`config.mk`:
```
export PLATFORM = sky130hd
export DESIGN_NAME = branch_target_buffer
export DESIGN_NICKNAME = d
export VERILOG_FILES = /design/src/rtl/branch_target_buffer.sv
export SDC_FILE = /design/constraint.sdc
export NUM_CORES = 1
export LEC_CHECK = 0
export BUFFER_PORTS_ARGS = -buffer_cell sky130_fd_sc_hd__buf_4
export CORE_MARGIN = 2
export CORE_UTILIZATION = 45
export DETAILED_ROUTE_END_ITERATION = 8
export HOLD_SLACK_MARGIN = 0.15
export PLACE_DENSITY_LB_ADDON = 0.08
export SLEW_MARGIN = 20
export SYNTH_ARGS = -nofsm -noshare
export SYNTH_HDL_FRONTEND = slang
export SYNTH_SLANG_ARGS = --single-unit
```
`constraint.sdc`:
```
create_clock -name clk -period 9 [get_ports clk]
set_input_delay 0.9 -clock clk [delete_from_list [all_inputs] [get_ports clk]]
set_output_delay 0.9 -clock clk [all_outputs]
set_load 0.005 [all_outputs]
```
`src/rtl/branch_target_buffer.sv`:
```
module branch_target_buffer #(
  parameter int XLEN    = 32,
  parameter int ENTRIES = 8
) (
  input  logic            clk,
  input  logic            rst_n,
  input  logic            fetch_valid,
  input  logic [XLEN-1:0] fetch_pc,
  output logic            hit,
  output logic [XLEN-1:0] pred_target,
  input  logic [6:0]      dec_opcode,
  input  logic            res_valid,
  input  logic [XLEN-1:0] res_pc,
  input  logic [XLEN-1:0] res_next_pc
);

  localparam int IW = (ENTRIES > 1) ? $clog2(ENTRIES) : 1;
  localparam logic [6:0] BRANCH_OP = 7'b1100011;

  logic [ENTRIES-1:0] vld;
  logic [XLEN-1:0]    key_q [ENTRIES];
  logic [XLEN-1:0]    dst_q [ENTRIES];
  logic [IW-1:0]      rr_ptr;

  logic [ENTRIES-1:0] f_match, r_match;
  logic [IW-1:0]      f_idx, free_idx, alloc_idx;

  logic          d_valid, d_hit;
  logic [IW-1:0] d_idx;
  logic          r_valid, r_hit, r_br;
  logic [IW-1:0] r_idx;

  for (genvar g = 0; g < ENTRIES; g++) begin : g_cmp
    assign f_match[g] = vld[g] && (key_q[g] == fetch_pc);
    assign r_match[g] = vld[g] && (key_q[g] == res_pc);
  end

  always_comb begin
    f_idx    = '0;
    free_idx = '0;
    for (int i = ENTRIES - 1; i >= 0; i--) begin
      if (f_match[i]) f_idx = IW'(i);
      if (!vld[i])    free_idx = IW'(i);
    end
  end

  assign hit         = |f_match;
  assign pred_target = hit ? dst_q[f_idx] : fetch_pc + XLEN'(4);

  logic full, res_go, do_alloc, do_kill;
  assign full      = &vld;
  assign alloc_idx = full ? rr_ptr : free_idx;
  assign res_go    = res_valid && r_valid;
  assign do_alloc  = res_go && !r_hit && r_br && !(|r_match);
  assign do_kill   = res_go && r_hit && vld[r_idx] && (key_q[r_idx] == res_pc)
                     && (dst_q[r_idx] != res_next_pc);

  always_ff @(posedge clk) begin
    if (!rst_n) begin
      d_valid <= 1'b0;
      d_hit   <= 1'b0;
      d_idx   <= '0;
      r_valid <= 1'b0;
      r_hit   <= 1'b0;
      r_br    <= 1'b0;
      r_idx   <= '0;
    end else begin
      d_valid <= fetch_valid;
      d_hit   <= fetch_valid && hit;
      d_idx   <= f_idx;
      r_valid <= d_valid;
      r_hit   <= d_hit;
      r_br    <= d_valid && (dec_opcode == BRANCH_OP);
      r_idx   <= d_idx;
    end
  end

  always_ff @(posedge clk) begin
    if (!rst_n) begin
      vld    <= '0;
      rr_ptr <= '0;
    end else begin
      if (do_kill) vld[r_idx] <= 1'b0;
      if (do_alloc) begin
        vld[alloc_idx] <= 1'b1;
        if (full) rr_ptr <= rr_ptr + IW'(1);
      end
    end
  end

  always_ff @(posedge clk) begin
    if (do_alloc) begin
      key_q[alloc_idx] <= res_pc;
      dst_q[alloc_idx] <= res_next_pc;
    end
  end

  a_r8_single_match: assert property (@(posedge clk) disable iff (!rst_n)
    $onehot0(f_match));

  a_r3_alloc_lands: assert property (@(posedge clk) disable iff (!rst_n)
    do_alloc |=> vld[$past(alloc_idx)] && key_q[$past(alloc_idx)] == $past(res_pc)
                 && dst_q[$past(alloc_idx)] == $past(res_next_pc));

  a_r6_kill_clears: assert property (@(posedge clk) disable iff (!rst_n)
    do_kill |=> !vld[$past(r_idx)]);

  a_r4_nonbranch_keeps: assert property (@(posedge clk) disable iff (!rst_n)
    (res_go && !r_hit && !r_br) |=> $stable(vld));

  a_r7_idle_keeps: assert property (@(posedge clk) disable iff (!rst_n)
    !res_valid |=> $stable(vld) && $stable(rr_ptr));

  a_r10_pointer_holds: assert property (@(posedge clk) disable iff (!rst_n)
    (do_alloc && !full) |=> $stable(rr_ptr));

endmodule

```
=== Word level (Yosys, flattened, before mapping) ===
Memory sizes are Yosys's and may differ from the RTL's. A register that Yosys moved wholly into a read port is not among the register bits.
Index checks and enable logic that the tools add are counted.

* Add/subtract/negate cells: 2
* Magnitude comparators: 4
* Equality and inequality tests: 19
* Muxes and demuxes: 31
* Bitwise operators: 3
* Reduce and logical (&&, ||, !) cells: 34

{| class="wikitable"
|+ Operators with widths
! kind !! count
|-
| equality test 32 bit || 17
|-
| two-way mux 3 bit || 19
|-
| adder 32 x 3 -> 32 bit, second input constant || 1
|-
| two-way mux 32 bit || 1
|-
| != test 32 bit || 1
|-
| logical AND 1 bit || 28
|-
| two-way mux 8 bit || 3
|-
| OR reduction 8 bit || 2
|-
| AND reduction 9 bit || 1
|-
| AND 8 bit || 1
|-
| < comparator 3 x 4 -> 1 bit, second input constant || 2
|-
| NOT 8 bit || 1
|-
| OR 8 bit || 1
|-
| AND reduction 8 bit || 1
|-
| equality test 7 bit, second input constant || 1
|-
| demux 1 bit (select 3 bit) || 2
|-
| greater-or-equal comparator 3 x 1 -> 1 bit, second input constant || 2
|-
| two-way mux 1 bit || 5
|-
| adder 3 x 1 -> 3 bit, second input constant || 1
|-
| binary-select mux 1 bit (select 3 bit) || 1
|-
| zero test 1 bit || 2
|}

* Register bits after elaboration: 22
* RAM bits: 512
* Input bits: 107
* Memories: 2

{| class="wikitable"
|+ Memory list
! name !! depth !! width !! read ports !! clocked after memory_dff !! wr ports !! line !! source
|-
| dst_q || 8 || 32 || 2 || 1 || 1 || 22 || <nowiki>logic [XLEN-1:0] dst_q [ENTRIES];</nowiki>
|-
| key_q || 8 || 32 || 9 || 1 || 1 || 21 || <nowiki>logic [XLEN-1:0] key_q [ENTRIES];</nowiki>
|}

=== Logic depth before layout (Yosys ltp) ===
* Depth after elaboration: 15
* Gate-level depth with buffers: 16
* Gate-level depth less buffers: 12

=== Worst setup path before layout ===
Ideal clock, no wire load.

* Path type: input -> output
* From: in fetch_pc[22]
* To: out pred_target[24]
* Arrival time: 3.397 ns
* Path slack: 4.703 ns
* Cell stages on the path: 13
* Path buffers: 3
* Cells stage by stage: buf_2 -> xor2_1 -> nor4_1 -> nand4_1 -> or4_4 -> nor2b_4 -> o21ai_4 -> nor2b_2 -> buf_6 -> buf_6 -> mux2_2 -> o22ai_1 -> o21ai_1

* Word-level cells in the longest chain between the ends: 12
* Elaborated cells on any way between the ends: 28

{| class="wikitable"
|+ Ends and longest elaborated chain
! element !! line !! source
|-
| start, declared || 8 || <nowiki>input logic [XLEN-1:0] fetch_pc,</nowiki>
|-
| equality test 32 bit || 34 || <nowiki>assign f_match[g] = vld[g] && (key_q[g] == fetch_pc);</nowiki>
|-
| logical AND 1 bit || 34 ||
|-
| two-way mux 3 bit (8 in a row) || 42 || <nowiki>if (f_match[i]) f_idx = IW'(i);</nowiki>
|-
| memory (8 x 32 bit) || n/a ||
|-
| two-way mux 32 bit * || 48 || <nowiki>assign pred_target = hit ? dst_q[f_idx] : fetch_pc + XLEN'(4);</nowiki>
|-
| end, declared || 10 || <nowiki>output logic [XLEN-1:0] pred_target,</nowiki>
|}

Every way passes the cells marked *; elsewhere a longest branch is shown, timed or not.

==> impl_metrics.tcl <==
set metrics [dict create \
    status "finished, final reports clean" \
    cts_max_level 2 \
    arrival_ns 5.84 \
    grt_use_total_pct 43.2 \
    drc 0 \
    worst_hold_path_type "register to register" \
    synth.avg_cell_area_sq_um 12.2 \
    crit_required_ns 8.10 \
    worst_path_most_repeated_cell "buf_4" \
    power_frac_comb_pct 8.0 \
    synth.most_common_cell "edfxtp_1" \
    setup_violations 0 \
    synth_cell_types 89 \
    first_iter_violations 3899 \
    dp_slack_ns 2.40 \
    worst_slew_pin_slew_ns 1.19 \
    p_int_mw 4.24 \
    synth.top_cell.area_share_pct 50.8 \
    ant_nets 0 \
    synth_area_leaders "edfxtp_1, xnor2_1, xor2_1, a22oi_1, nor4_1" \
    final_core_util_pct 50.6 \
    p_sw_share_pct 24.7 \
    min_period_over_period_pct 74.9 \
    io_buffers 139 \
    slew_headroom_pct 20.1 \
    seqPwrFrac_pct 48.3 \
    setup_ws_ns 2.26 \
    rows 95 \
    fmaxAchievable_mhz 148 \
    via_count 24400 \
    post-cts-setup-buffers 0 \
    grt_pass1_vias 23700 \
    critPathCaptureType "output port" \
    viasPerCell 7.02 \
    ys_seq_area_share_pct 52.2 \
    initial_core_util_pct 45.2 \
    max-cap-violations 0 \
    synth_top_flop_cell "edfxtp_1" \
    postCtsHoldBufs 0 \
    r2r_start "key_q[5][29]" \
    netlist_area_sq_um 30300 \
    rsz0062_at_grt "false" \
    p_switching_mw 1.39 \
    crit_type "register to output port" \
    die_h_um 263 \
    design.core.area_sq_um 66900 \
    cts_buffers 58 \
    p_clk_share_pct 43.8 \
    cts_root_buf "clkbuf_16" \
    layout.nets 2669 \
    worst-path-max-fanout 23 \
    antenna_found_initial 1 \
    fin_total_pwr_mw 5.63 \
    worstHoldStart "d_idx[2]" \
    dp.cells 3372 \
    clkTransAtPathRegs_ns 0.06 \
    synth-edff-count 512 \
    grt_pass1_wl_um 204000 \
    ys_ff_latch 534 \
    fin_cells 3481 \
    ios 140 \
    yosys_warnings 0 \
    ir_worst_vdd_v 0.000175 \
    drive_above_1_share_pct 15.0 \
    async_reset_ff_share_pct 0 \
    tns_ns 0 \
    period_needed_ns 6.74 \
    leakagePower_nw 10.8 \
    netlist_top_cells_count "edfxtp_1, xnor2_1, xor2_1" \
    syn_to_final_growth_pct 11.8 \
    die_w_um 263 \
    p_per_area_nw_per_um2 166 \
    drv_slew 0 \
    cpPeakStageDelay_ns 0.86 \
    grt_max_degree 56 \
    drt_first_pass_iters 6 \
    path_cells "xnor2_1 -> nor4b_1 -> nand4_1 -> nor4_2 -> a211o_1 -> o311ai_4 -> buf_4 -> o21ai_4 -> buf_4 -> mux2i_1 -> o22ai_1 -> or3_1 -> buf_4" \
    crit_start "key_q[3][27]" \
    cts.sinks 534 \
    hold_viol 0 \
    dp_hpwl_um 106000 \
    skew_ns 0.0180 \
    cts_resized 0 \
    cts_buffer_depth 3 \
    crit_path_top_delay_cell "nor4_2" \
    die_area_sq_um 69400 \
    worstSetupStartpointType "register" \
    clk_latency_ns 0.67 \
    gp_congestion 1.10 \
    synth_cells 2474 \
    wl_um 152000 \
    cts_tree "built" \
    yosysTopAreaCell "edfxtp_1" \
    synth_nets 2583 \
    wl_per_cell_um 43.6 \
    overflow 0 \
]
==> critical path: cells and delay by family, from the launching register on <==
kind                      cells  cell delay, ns
muxes                         1            0.24
buffers and inverters         3            0.83
xor gates and xnor gates      1            0.44
DFF                           1            0.55
AOI/OAI and AO/OA             4            1.33
and+or+nand+nor               4            1.75
==> stage by stage <==
stage                     instance area (sq um)  hold slack, ns
after floorplan                           30300           0.412
after global placement                    31900           0.416
after detailed placement                  31900           0.418
after CTS                                 33800           0.432
after global routing                      33800           0.441
final                                     33800           0.433
==> power groups by stage <==
stage               sequential [mW]  clock [mW]  combinational [mW]
floorplan                      2.77           0               0.200
global placement               2.77           0               0.430
detailed placement             2.77           0               0.427
CTS                            2.72        2.48               0.429
global route                   2.72        2.57               0.453
finish                         2.72        2.46               0.449
==> cells in the final DEF, fill, tap and decap left out, drive strengths merged, types with 24 or more instances in the layout <==
master  count
a22o       29
nor3       32
nor4      124
edfxtp    512
o22ai      39
nor2       73
mux2       65
nand3      56
xor2      300
clkinv     25
and3       29
nand2      78
a22oi     147
nand4     114
o21ai      41
inv        24
a21oi      62
mux2i      68
clkbuf     68
a221oi     38
xnor2     300
buf       184
==> state kept, by name, summed over array words and instances (netlist names) <==
signal and flops:
rr_ptr 3, key_q 256, d_hit 1, vld 8, dst_q 256, d_valid 1, r_valid 1, r_br 1
r_idx 3, d_idx 3, r_hit 1
==> cell families after synthesis <==
family          after synthesis  share of synthesized area (%)
buf+inv                     180                           3.48
simple gates                582                           11.1
xor+xnor                    600                           17.4
mux                         142                           5.33
fa+ha+maj                     2                         0.0826
flops                       534                           52.2
compound gates              434                           10.4
==> layer usage <==
metal	GRT usage [%]	routed length (um)	share of wire, %
met3	10.3	16100	11
met2	67.6	68300	45
met5	0	12	0.0079
met1	51.4	52700	35
met4	33.6	14600	9.6
==> cell type report <==
cell class,instances,area [sq um]
Clock buffer,67,1490
Antenna cell,1,2.50
Clock inverter,40,427
Inverter,21,83.8
Timing Repair Buffer,185,1400
Tap cell,873,1090
Fill cell,5952,33100
Multi-Input combinational cell,1760,13500
Sequential cell,534,15800
==> path summary, 6_finish.rpt <==
check	slack, ns	cells past startpoint	end
setup / recovery	2.26	13	pred_target[7]
hold / removal	0.43	1	r_idx[2]
setup reg to reg	3.51	11	dst_q[6][19]
hold reg to reg	0.43	1	r_idx[2]
No activity file was read; power rests on OpenSTA's default activity.
